$ cat config.mk
export PLATFORM = sky130hd
export DESIGN_NAME = stk_xfer_seq
export DESIGN_NICKNAME = d
export VERILOG_FILES = /design/src/rtl/stk_pkg.sv /design/src/rtl/stk_rst_sync.sv /design/src/rtl/stk_addr_gen.sv /design/src/rtl/stk_sp_reg.sv /design/src/rtl/stk_rd_gather.sv /design/src/rtl/stk_xfer_seq.sv
export SDC_FILE = /design/constraint.sdc
export NUM_CORES = 1
export LEC_CHECK = 0
export BUFFER_PORTS_ARGS = -buffer_cell sky130_fd_sc_hd__buf_4
export CAP_MARGIN = 15
export CORE_MARGIN = 4
export CORE_UTILIZATION = 55
export DETAILED_ROUTE_END_ITERATION = 12
export GPL_ROUTABILITY_DRIVEN = 0
export MAX_ROUTING_LAYER = met4
export PLACE_DENSITY = 0.81
export RECOVER_POWER = 100
export SLEW_MARGIN = 20
export SYNTH_ARGS = -nofsm -noshare
export SYNTH_HDL_FRONTEND = slang
export SYNTH_SLANG_ARGS = --single-unit
$ cat constraint.sdc
create_clock -name clk -period 2.62 [get_ports clk]
set_input_delay 0.131 -clock clk [delete_from_list [all_inputs] [get_ports clk]]
set_output_delay 0.131 -clock clk [all_outputs]
set_load 0.01 [all_outputs]
$ cat src/rtl/stk_pkg.sv
package stk_pkg;

  localparam logic [2:0] OP_PUSH = 3'd0;
  localparam logic [2:0] OP_POP  = 3'd1;
  localparam logic [2:0] OP_CALL = 3'd2;
  localparam logic [2:0] OP_RET  = 3'd3;
  localparam logic [2:0] OP_XCHG = 3'd4;
  localparam logic [2:0] OP_LDSP = 3'd5;

  typedef enum logic [1:0] {
    ST_IDLE  = 2'd0,
    ST_XFER  = 2'd1,
    ST_DRAIN = 2'd2,
    ST_FIN   = 2'd3
  } stk_state_e;

  function automatic logic is_store_op(input logic [2:0] op);
    return (op == OP_PUSH) || (op == OP_CALL);
  endfunction

  function automatic logic is_load_op(input logic [2:0] op);
    return (op == OP_POP) || (op == OP_RET);
  endfunction

  function automatic logic uses_mem(input logic [2:0] op);
    return is_store_op(op) || is_load_op(op) || (op == OP_XCHG);
  endfunction

endpackage

$ cat src/rtl/stk_rst_sync.sv
module stk_rst_sync #(
  parameter int STAGES = 2
) (
  input  logic clk,
  input  logic rst_n,
  output logic rst_n_sync
);

  logic [STAGES-1:0] chain_q;

  always_ff @(posedge clk or negedge rst_n) begin
    if (!rst_n) begin
      chain_q <= '0;
    end else begin
      chain_q <= {chain_q[STAGES-2:0], 1'b1};
    end
  end

  assign rst_n_sync = chain_q[STAGES-1];

endmodule

$ cat src/rtl/stk_addr_gen.sv
module stk_addr_gen
  import stk_pkg::*;
#(
  parameter  int BYTE_W = 8,
  localparam int PAIR_W = 2 * BYTE_W
) (
  input  logic [2:0]        op_i,
  input  logic [1:0]        step_i,
  input  logic [PAIR_W-1:0] base_i,
  input  logic [PAIR_W-1:0] operand_i,
  output logic [PAIR_W-1:0] addr_o,
  output logic              we_o,
  output logic              hi_o,
  output logic              last_o,
  output logic [BYTE_W-1:0] wdata_o
);

  // Per-step address, direction and byte lane for each sequence.
  always_comb begin
    addr_o = base_i;
    we_o   = 1'b0;
    hi_o   = 1'b0;
    last_o = 1'b0;
    if (is_store_op(op_i)) begin
      // step 0: SP-1 gets the upper byte; step 1: SP-2 gets the lower byte
      we_o   = 1'b1;
      hi_o   = ~step_i[0];
      addr_o = base_i - (step_i[0] ? PAIR_W'(2) : PAIR_W'(1));
      last_o = step_i[0];
    end else if (is_load_op(op_i)) begin
      // step 0: SP holds the lower byte; step 1: SP+1 holds the upper byte
      hi_o   = step_i[0];
      addr_o = base_i + PAIR_W'(step_i[0]);
      last_o = step_i[0];
    end else if (op_i == OP_XCHG) begin
      // steps 0,1 read SP, SP+1; steps 2,3 write SP, SP+1
      we_o   = step_i[1];
      hi_o   = step_i[0];
      addr_o = base_i + PAIR_W'(step_i[0]);
      last_o = &step_i;
    end
    wdata_o = hi_o ? operand_i[PAIR_W-1:BYTE_W] : operand_i[BYTE_W-1:0];
  end

endmodule

$ cat src/rtl/stk_sp_reg.sv
module stk_sp_reg
  import stk_pkg::*;
#(
  parameter  int BYTE_W = 8,
  localparam int PAIR_W = 2 * BYTE_W
) (
  input  logic              clk,
  input  logic              rst_n,
  input  logic              load_en,
  input  logic [2:0]        op_i,
  input  logic [PAIR_W-1:0] operand_i,
  output logic [PAIR_W-1:0] sp_o
);

  logic [PAIR_W-1:0] sp_q;
  logic [PAIR_W-1:0] sp_d;

  always_comb begin
    if (is_store_op(op_i)) begin
      sp_d = sp_q - PAIR_W'(2);
    end else if (is_load_op(op_i)) begin
      sp_d = sp_q + PAIR_W'(2);
    end else if (op_i == OP_LDSP) begin
      sp_d = operand_i;
    end else begin
      sp_d = sp_q;
    end
  end

  always_ff @(posedge clk or negedge rst_n) begin
    if (!rst_n) begin
      sp_q <= '0;
    end else if (load_en) begin
      sp_q <= sp_d;
    end
  end

  assign sp_o = sp_q;

endmodule

$ cat src/rtl/stk_rd_gather.sv
module stk_rd_gather #(
  parameter  int BYTE_W = 8,
  localparam int PAIR_W = 2 * BYTE_W
) (
  input  logic              clk,
  input  logic              rst_n,
  input  logic              cap_en,
  input  logic              cap_hi,
  input  logic [BYTE_W-1:0] rdata_i,
  output logic [PAIR_W-1:0] result_o
);

  logic [BYTE_W-1:0] lo_q, hi_q;

  always_ff @(posedge clk or negedge rst_n) begin
    if (!rst_n) begin
      lo_q <= '0;
    end else if (cap_en && !cap_hi) begin
      lo_q <= rdata_i;
    end
  end

  always_ff @(posedge clk or negedge rst_n) begin
    if (!rst_n) begin
      hi_q <= '0;
    end else if (cap_en && cap_hi) begin
      hi_q <= rdata_i;
    end
  end

  assign result_o = {hi_q, lo_q};

endmodule

$ cat src/rtl/stk_xfer_seq.sv
module stk_xfer_seq
  import stk_pkg::*;
#(
  parameter  int BYTE_W = 8,
  localparam int PAIR_W = 2 * BYTE_W
) (
  input  logic              clk,
  input  logic              rst_n,
  input  logic              start_i,
  input  logic [2:0]        op_i,
  input  logic [PAIR_W-1:0] operand_i,
  output logic              busy_o,
  output logic              done_o,
  output logic [PAIR_W-1:0] result_o,
  output logic [PAIR_W-1:0] sp_o,
  output logic              mem_req_o,
  output logic              mem_we_o,
  output logic [PAIR_W-1:0] mem_addr_o,
  output logic [BYTE_W-1:0] mem_wdata_o,
  input  logic              mem_ready_i,
  input  logic [BYTE_W-1:0] mem_rdata_i
);

  logic              rst_n_int;
  stk_state_e        state_q, state_d;
  logic [1:0]        step_q, step_d;
  logic [2:0]        op_q;
  logic [PAIR_W-1:0] opnd_q;
  logic              cmd_load;
  logic              sp_load;
  logic              rd_pend_q, rd_pend_d;
  logic              rd_hi_q, rd_hi_d;
  logic              acc_we, acc_hi, acc_last;
  logic              hs;
  logic [2:0]        sp_op;
  logic [PAIR_W-1:0] sp_opnd;

  stk_rst_sync #(.STAGES(2)) u_rst (
    .clk        (clk),
    .rst_n      (rst_n),
    .rst_n_sync (rst_n_int)
  );

  stk_addr_gen #(.BYTE_W(BYTE_W)) u_addr (
    .op_i      (op_q),
    .step_i    (step_q),
    .base_i    (sp_o),
    .operand_i (opnd_q),
    .addr_o    (mem_addr_o),
    .we_o      (acc_we),
    .hi_o      (acc_hi),
    .last_o    (acc_last),
    .wdata_o   (mem_wdata_o)
  );

  // Load-SP and no-op codes finish straight from idle, so they use the live command.
  assign sp_op   = (state_q == ST_IDLE) ? op_i      : op_q;
  assign sp_opnd = (state_q == ST_IDLE) ? operand_i : opnd_q;

  stk_sp_reg #(.BYTE_W(BYTE_W)) u_sp (
    .clk       (clk),
    .rst_n     (rst_n_int),
    .load_en   (sp_load),
    .op_i      (sp_op),
    .operand_i (sp_opnd),
    .sp_o      (sp_o)
  );

  stk_rd_gather #(.BYTE_W(BYTE_W)) u_gather (
    .clk      (clk),
    .rst_n    (rst_n_int),
    .cap_en   (rd_pend_q),
    .cap_hi   (rd_hi_q),
    .rdata_i  (mem_rdata_i),
    .result_o (result_o)
  );

  assign mem_req_o = (state_q == ST_XFER);
  assign mem_we_o  = mem_req_o & acc_we;
  assign hs        = mem_req_o & mem_ready_i;
  assign busy_o    = (state_q != ST_IDLE);
  assign done_o    = (state_q == ST_FIN);
  assign rd_pend_d = hs & ~acc_we;
  assign rd_hi_d   = acc_hi;

  // Next-state logic
  always_comb begin
    state_d  = state_q;
    step_d   = step_q;
    cmd_load = 1'b0;
    sp_load  = 1'b0;
    unique case (state_q)
      ST_IDLE: begin
        if (start_i) begin
          cmd_load = 1'b1;
          step_d   = 2'd0;
          if (uses_mem(op_i)) begin
            state_d = ST_XFER;
          end else begin
            state_d = ST_FIN;
            sp_load = 1'b1;
          end
        end
      end
      ST_XFER: begin
        if (mem_ready_i) begin
          if (acc_last) begin
            if (acc_we) begin
              state_d = ST_FIN;
              sp_load = 1'b1;
            end else begin
              state_d = ST_DRAIN;
            end
          end else begin
            step_d = step_q + 2'd1;
          end
        end
      end
      ST_DRAIN: begin
        state_d = ST_FIN;
        sp_load = 1'b1;
      end
      ST_FIN: begin
        state_d = ST_IDLE;
      end
      default: state_d = ST_IDLE;
    endcase
  end

  // Registers
  always_ff @(posedge clk or negedge rst_n_int) begin
    if (!rst_n_int) begin
      state_q   <= ST_IDLE;
      step_q    <= 2'd0;
      rd_pend_q <= 1'b0;
      rd_hi_q   <= 1'b0;
    end else begin
      state_q   <= state_d;
      step_q    <= step_d;
      rd_pend_q <= rd_pend_d;
      rd_hi_q   <= rd_hi_d;
    end
  end

  always_ff @(posedge clk or negedge rst_n_int) begin
    if (!rst_n_int) begin
      op_q   <= '0;
      opnd_q <= '0;
    end else if (cmd_load) begin
      op_q   <= op_i;
      opnd_q <= operand_i;
    end
  end

endmodule

==> summary.txt <==
Outcome
  • Status: finished clean

Worst setup path
  • CP max FO: 9
  • Reg2reg start: state_q[0]
  • Crit-path cells: buf_4 -> or3b_4 -> a21bo_4 -> or3_1 -> o31ai_2 -> xor2_1 -> buf_4
  • FF-to-FF path depth: 9
  • Crit path capture type: output pin
  • Crit Path Category: flop to output pin
  • Worst reg2reg path endpoint: u_sp.sp_o[8]
  • CP Launch Type: flop
  • Critical-path top delay cell: dfrtp_1
  • WP data required: 2.49 ns
  • CP dominant cell by count: buf_4
  • WP buf/inv: 2
  • Delay-heaviest family, CP: simple AND/OR/NAND/NOR gates
  • Worst Path Arrival: 2.40 ns
  • Max incr delay on CP: 0.42 ns
  • R2r setup slk: 0.18 ns

Global route
  • Pin count of the biggest net entering global routing: 42
  • Initial antenna violation count: 0
  • GR Util All Layers: 26.4%
  • Vias in the first global route: 3717
  • First-pass GRT wire length: 18100 microns
  • GRT overflow: 0

Floorplanning
  • Initial Util: 56.8%
  • Io pins: 91
  • Chip Width: 94.6 microns
  • DIE AREA: 0.00895 sq mm
  • Placeable Area: 0.00725 sq mm
  • Site Rows: 31
  • Chip Height: 94.6 microns

STA
  • Final hold vios: 0
  • FMAX: 0.395 GHz
  • Min Tclk post-route: 2.53 ns
  • WHS: 0.0318 ns
  • Final Slew Violations: 0
  • Fin worst setup slack: 0.0908 ns
  • TNS Setup: 0 ns
  • Max-Slew Margin vs Limit: 28.8%
  • Tcrit/Tclk final: 96.5%
  • Pin slew with the least headroom to its limit: 1.07 ns
  • Clock skew: 0.0139 ns
  • Setup-failing EPs final: 0

Worst hold path
  • Hold EP: u_gather.lo_q[4]
  • HP Start: mem_rdata_i[4]
  • Hold WC Path Type: input pin to flop
  • Hold Path Stages: 2

Finish
  • Fin nets: 576
  • Share of layout cells above drive strength 1: 29.5%
  • Area growth from synthesis to layout: 24.4%
  • Antenna diodes: 0
  • Fillers: 590

Synth
  • Post-synth EDFFs: 0
  • Ys flop type: dfrtp_1
  • Top cell type's share of synthesized area: 35.8%
  • Top cells by count, synth: dfrtp_1, mux2_2, nor2_1
  • Yosys reg bits: 59
  • Most common cell in the synthesized netlist: dfrtp_1
  • Syn Inst Count: 427
  • Syn nets: 471
  • Mapped Area: 0.00412 sq mm
  • Sequential area share after synthesis: 35.8%
  • Post-synthesis cell type count: 74
  • Ranking of synthesized cells by area: dfrtp_1, mux2_2, ha_1, xnor2_1, nor2_1
  • Post-Synthesis Mean Instance Area: 9.66 sq um
  • Post-synthesis async set-or-reset flop share: 100%
  • Synth area leader: dfrtp_1
  • Synth warnings: 0

Power
  • Clock share of power: 12.8%
  • Combinational Power Share: 60.0%
  • Pint: 3.80 mW
  • Sw Pwr: 3.19 mW
  • Pwr Density: 1360 mW/mm^2
  • Sw frac: 45.6%
  • Leak pwr: 2.14 nW
  • Share of power burned in registers: 27.1%
  • Maximum vdd drop: 0.000678 V

CTS
  • Root buf cell: clkbuf_8
  • Clock Sinks: 59
  • Clock insertion delay at the later pin of the skew report: 0.34 ns
  • Total CTS buffers: 9
  • CTS H-tree lvls: 3
  • CTS tree: done
  • Buffer depth of the longest clock path: 2
  • Clock Pin Slew Worst Setup and Hold Paths: 0.07 ns

Route
  • DRT antenna net count: 0
  • # DRC: 0
  • DR WL/cell: 18.4 microns
  • Metal-1 WL: 4830 microns
  • Wire length on met2: 5630 microns
  • Drt pass-1 iters: 5
  • DR vias: 3934
  • DR iter-0 viols: 264
  • Top sig layer: met4
  • Routed wire length: 11700 microns
  • Via density: 6.20
  • Met3 routed WL: 1060 microns

Placed design
  • Post-DP HPWL: 8370 microns
  • Dpl ws: 0.0759 ns
  • IO Port Bufs: 90

Flow run
  • Max-cap violations: 0
power groups by stage:
stage,Clock (mW),Combinational (mW),Sequential (mW)
floorplan,0,2.74,1.78
global placement,0,4.18,1.86
detailed placement,0,4.27,1.91
CTS,0.909,4.31,1.90
global route,0.945,4.55,1.96
finish,0.897,4.19,1.90
per-stage QoR:
step                cells  utilization [%]  cell area [sq um]  power [mW]
finish                635             70.7               5130        6.98
global placement      608             68.6               4970        6.04
detailed placement    608             68.6               4970        6.18
global route          635             70.7               5130        7.46
floorplan             427                -               4120        4.52
CTS                   624             71.7               5200        7.11
layout by cell type (no fill, tap or decap), drive strengths merged, types with 3 or more instances in the layout:
cell type	n
o22ai	9
xor2	6
o22a	9
o21ai	20
nand2	23
o31ai	5
buf	74
nand2b	7
a21o	4
dfrtp	59
nor2	26
a32oi	3
mux2	47
nand3	13
a221oi	3
nand4	3
nor3	13
mux2i	7
nor2b	10
nor4	7
xnor2	12
a2bb2oi	3
a21oi	18
or3	4
inv	16
clkbuf	57
and2	4
clkinv	3
nand3b	3
ha	12
o21a	4
a211oi	4
a31oi	6
sequential cells by signal, indices dropped and copies added, names as in the netlist:
name           count
op_q               3
state_q            2
u_sp.sp_o         16
rd_hi_q            1
rd_pend_q          1
u_gather.lo_q      8
u_gather.hi_q      8
u_rst.chain_q      2
step_q             2
opnd_q            16
cells by family after synthesis:
family          share of synthesized area [%]
fa+ha+maj                                4.13
flops                                    35.8
other cells                            0.0910
buf+inv                                  4.70
mux                                      14.5
xor+xnor                                 3.82
simple gates                             17.1
compound gates                           19.8
metal layers:
layer	up-vias	global-route usage [%]
met4	0	7.09
met2	199	42.1
met3	24	5.90
met5	-	-
met1	1911	34.2
li1	1800	-
final cells by class:
| type | count | area, sq um | share of cell area (%) |
|---|---|---|---|
| multi-input combinational | 324 | 2500 | 48.7 |
| sequential | 59 | 1480 | 28.9 |
| timing repair buffer | 122 | 759 | 14.8 |
| clock buffer | 10 | 128 | 2.49 |
| tap | 99 | 124 | 2.41 |
| clock inverter | 5 | 78.8 | 1.54 |
| inverter | 16 | 62.6 | 1.22 |
how the worst max path moves through the flow:
stage	start	endpoint	slack, ns	depth (start not counted)
floorplan	state_q[0]	u_sp.sp_o[3]	0.49	8
global placement	step_q[0]	u_sp.sp_o[5]	0.16	6
detailed placement	step_q[0]	u_sp.sp_o[5]	0.08	6
CTS	u_sp.sp_o[1]	mem_addr_o[15]	0.003	7
global route	u_sp.sp_o[0]	mem_addr_o[10]	-0.01	9
finish	op_q[0]	mem_addr_o[9]	0.09	7
timing repair:
action / CTS / global route
gates resized for setup: 3 / 10
endpoints found under the hold margin: 2 / 0
pin swaps: 0 / 3
buffers inserted: 0 / 10
cloned: 0 / 0
hold buffers: 1 / 0
endpoints found under the setup margin: 7 / 17
worst reg2reg max path, cell delays in order, from the launching register on:
cell,delay [ns]
dfrtp_1,0.42
inv_1,0.14
ha_1,0.23
buf_12,0.18
mux2_1,0.44
o221ai_1,0.15
o311ai_4,0.19
buf_6,0.21
a221oi_1,0.24
o22a_1,0.17
(Power assumes the default switching activity.)
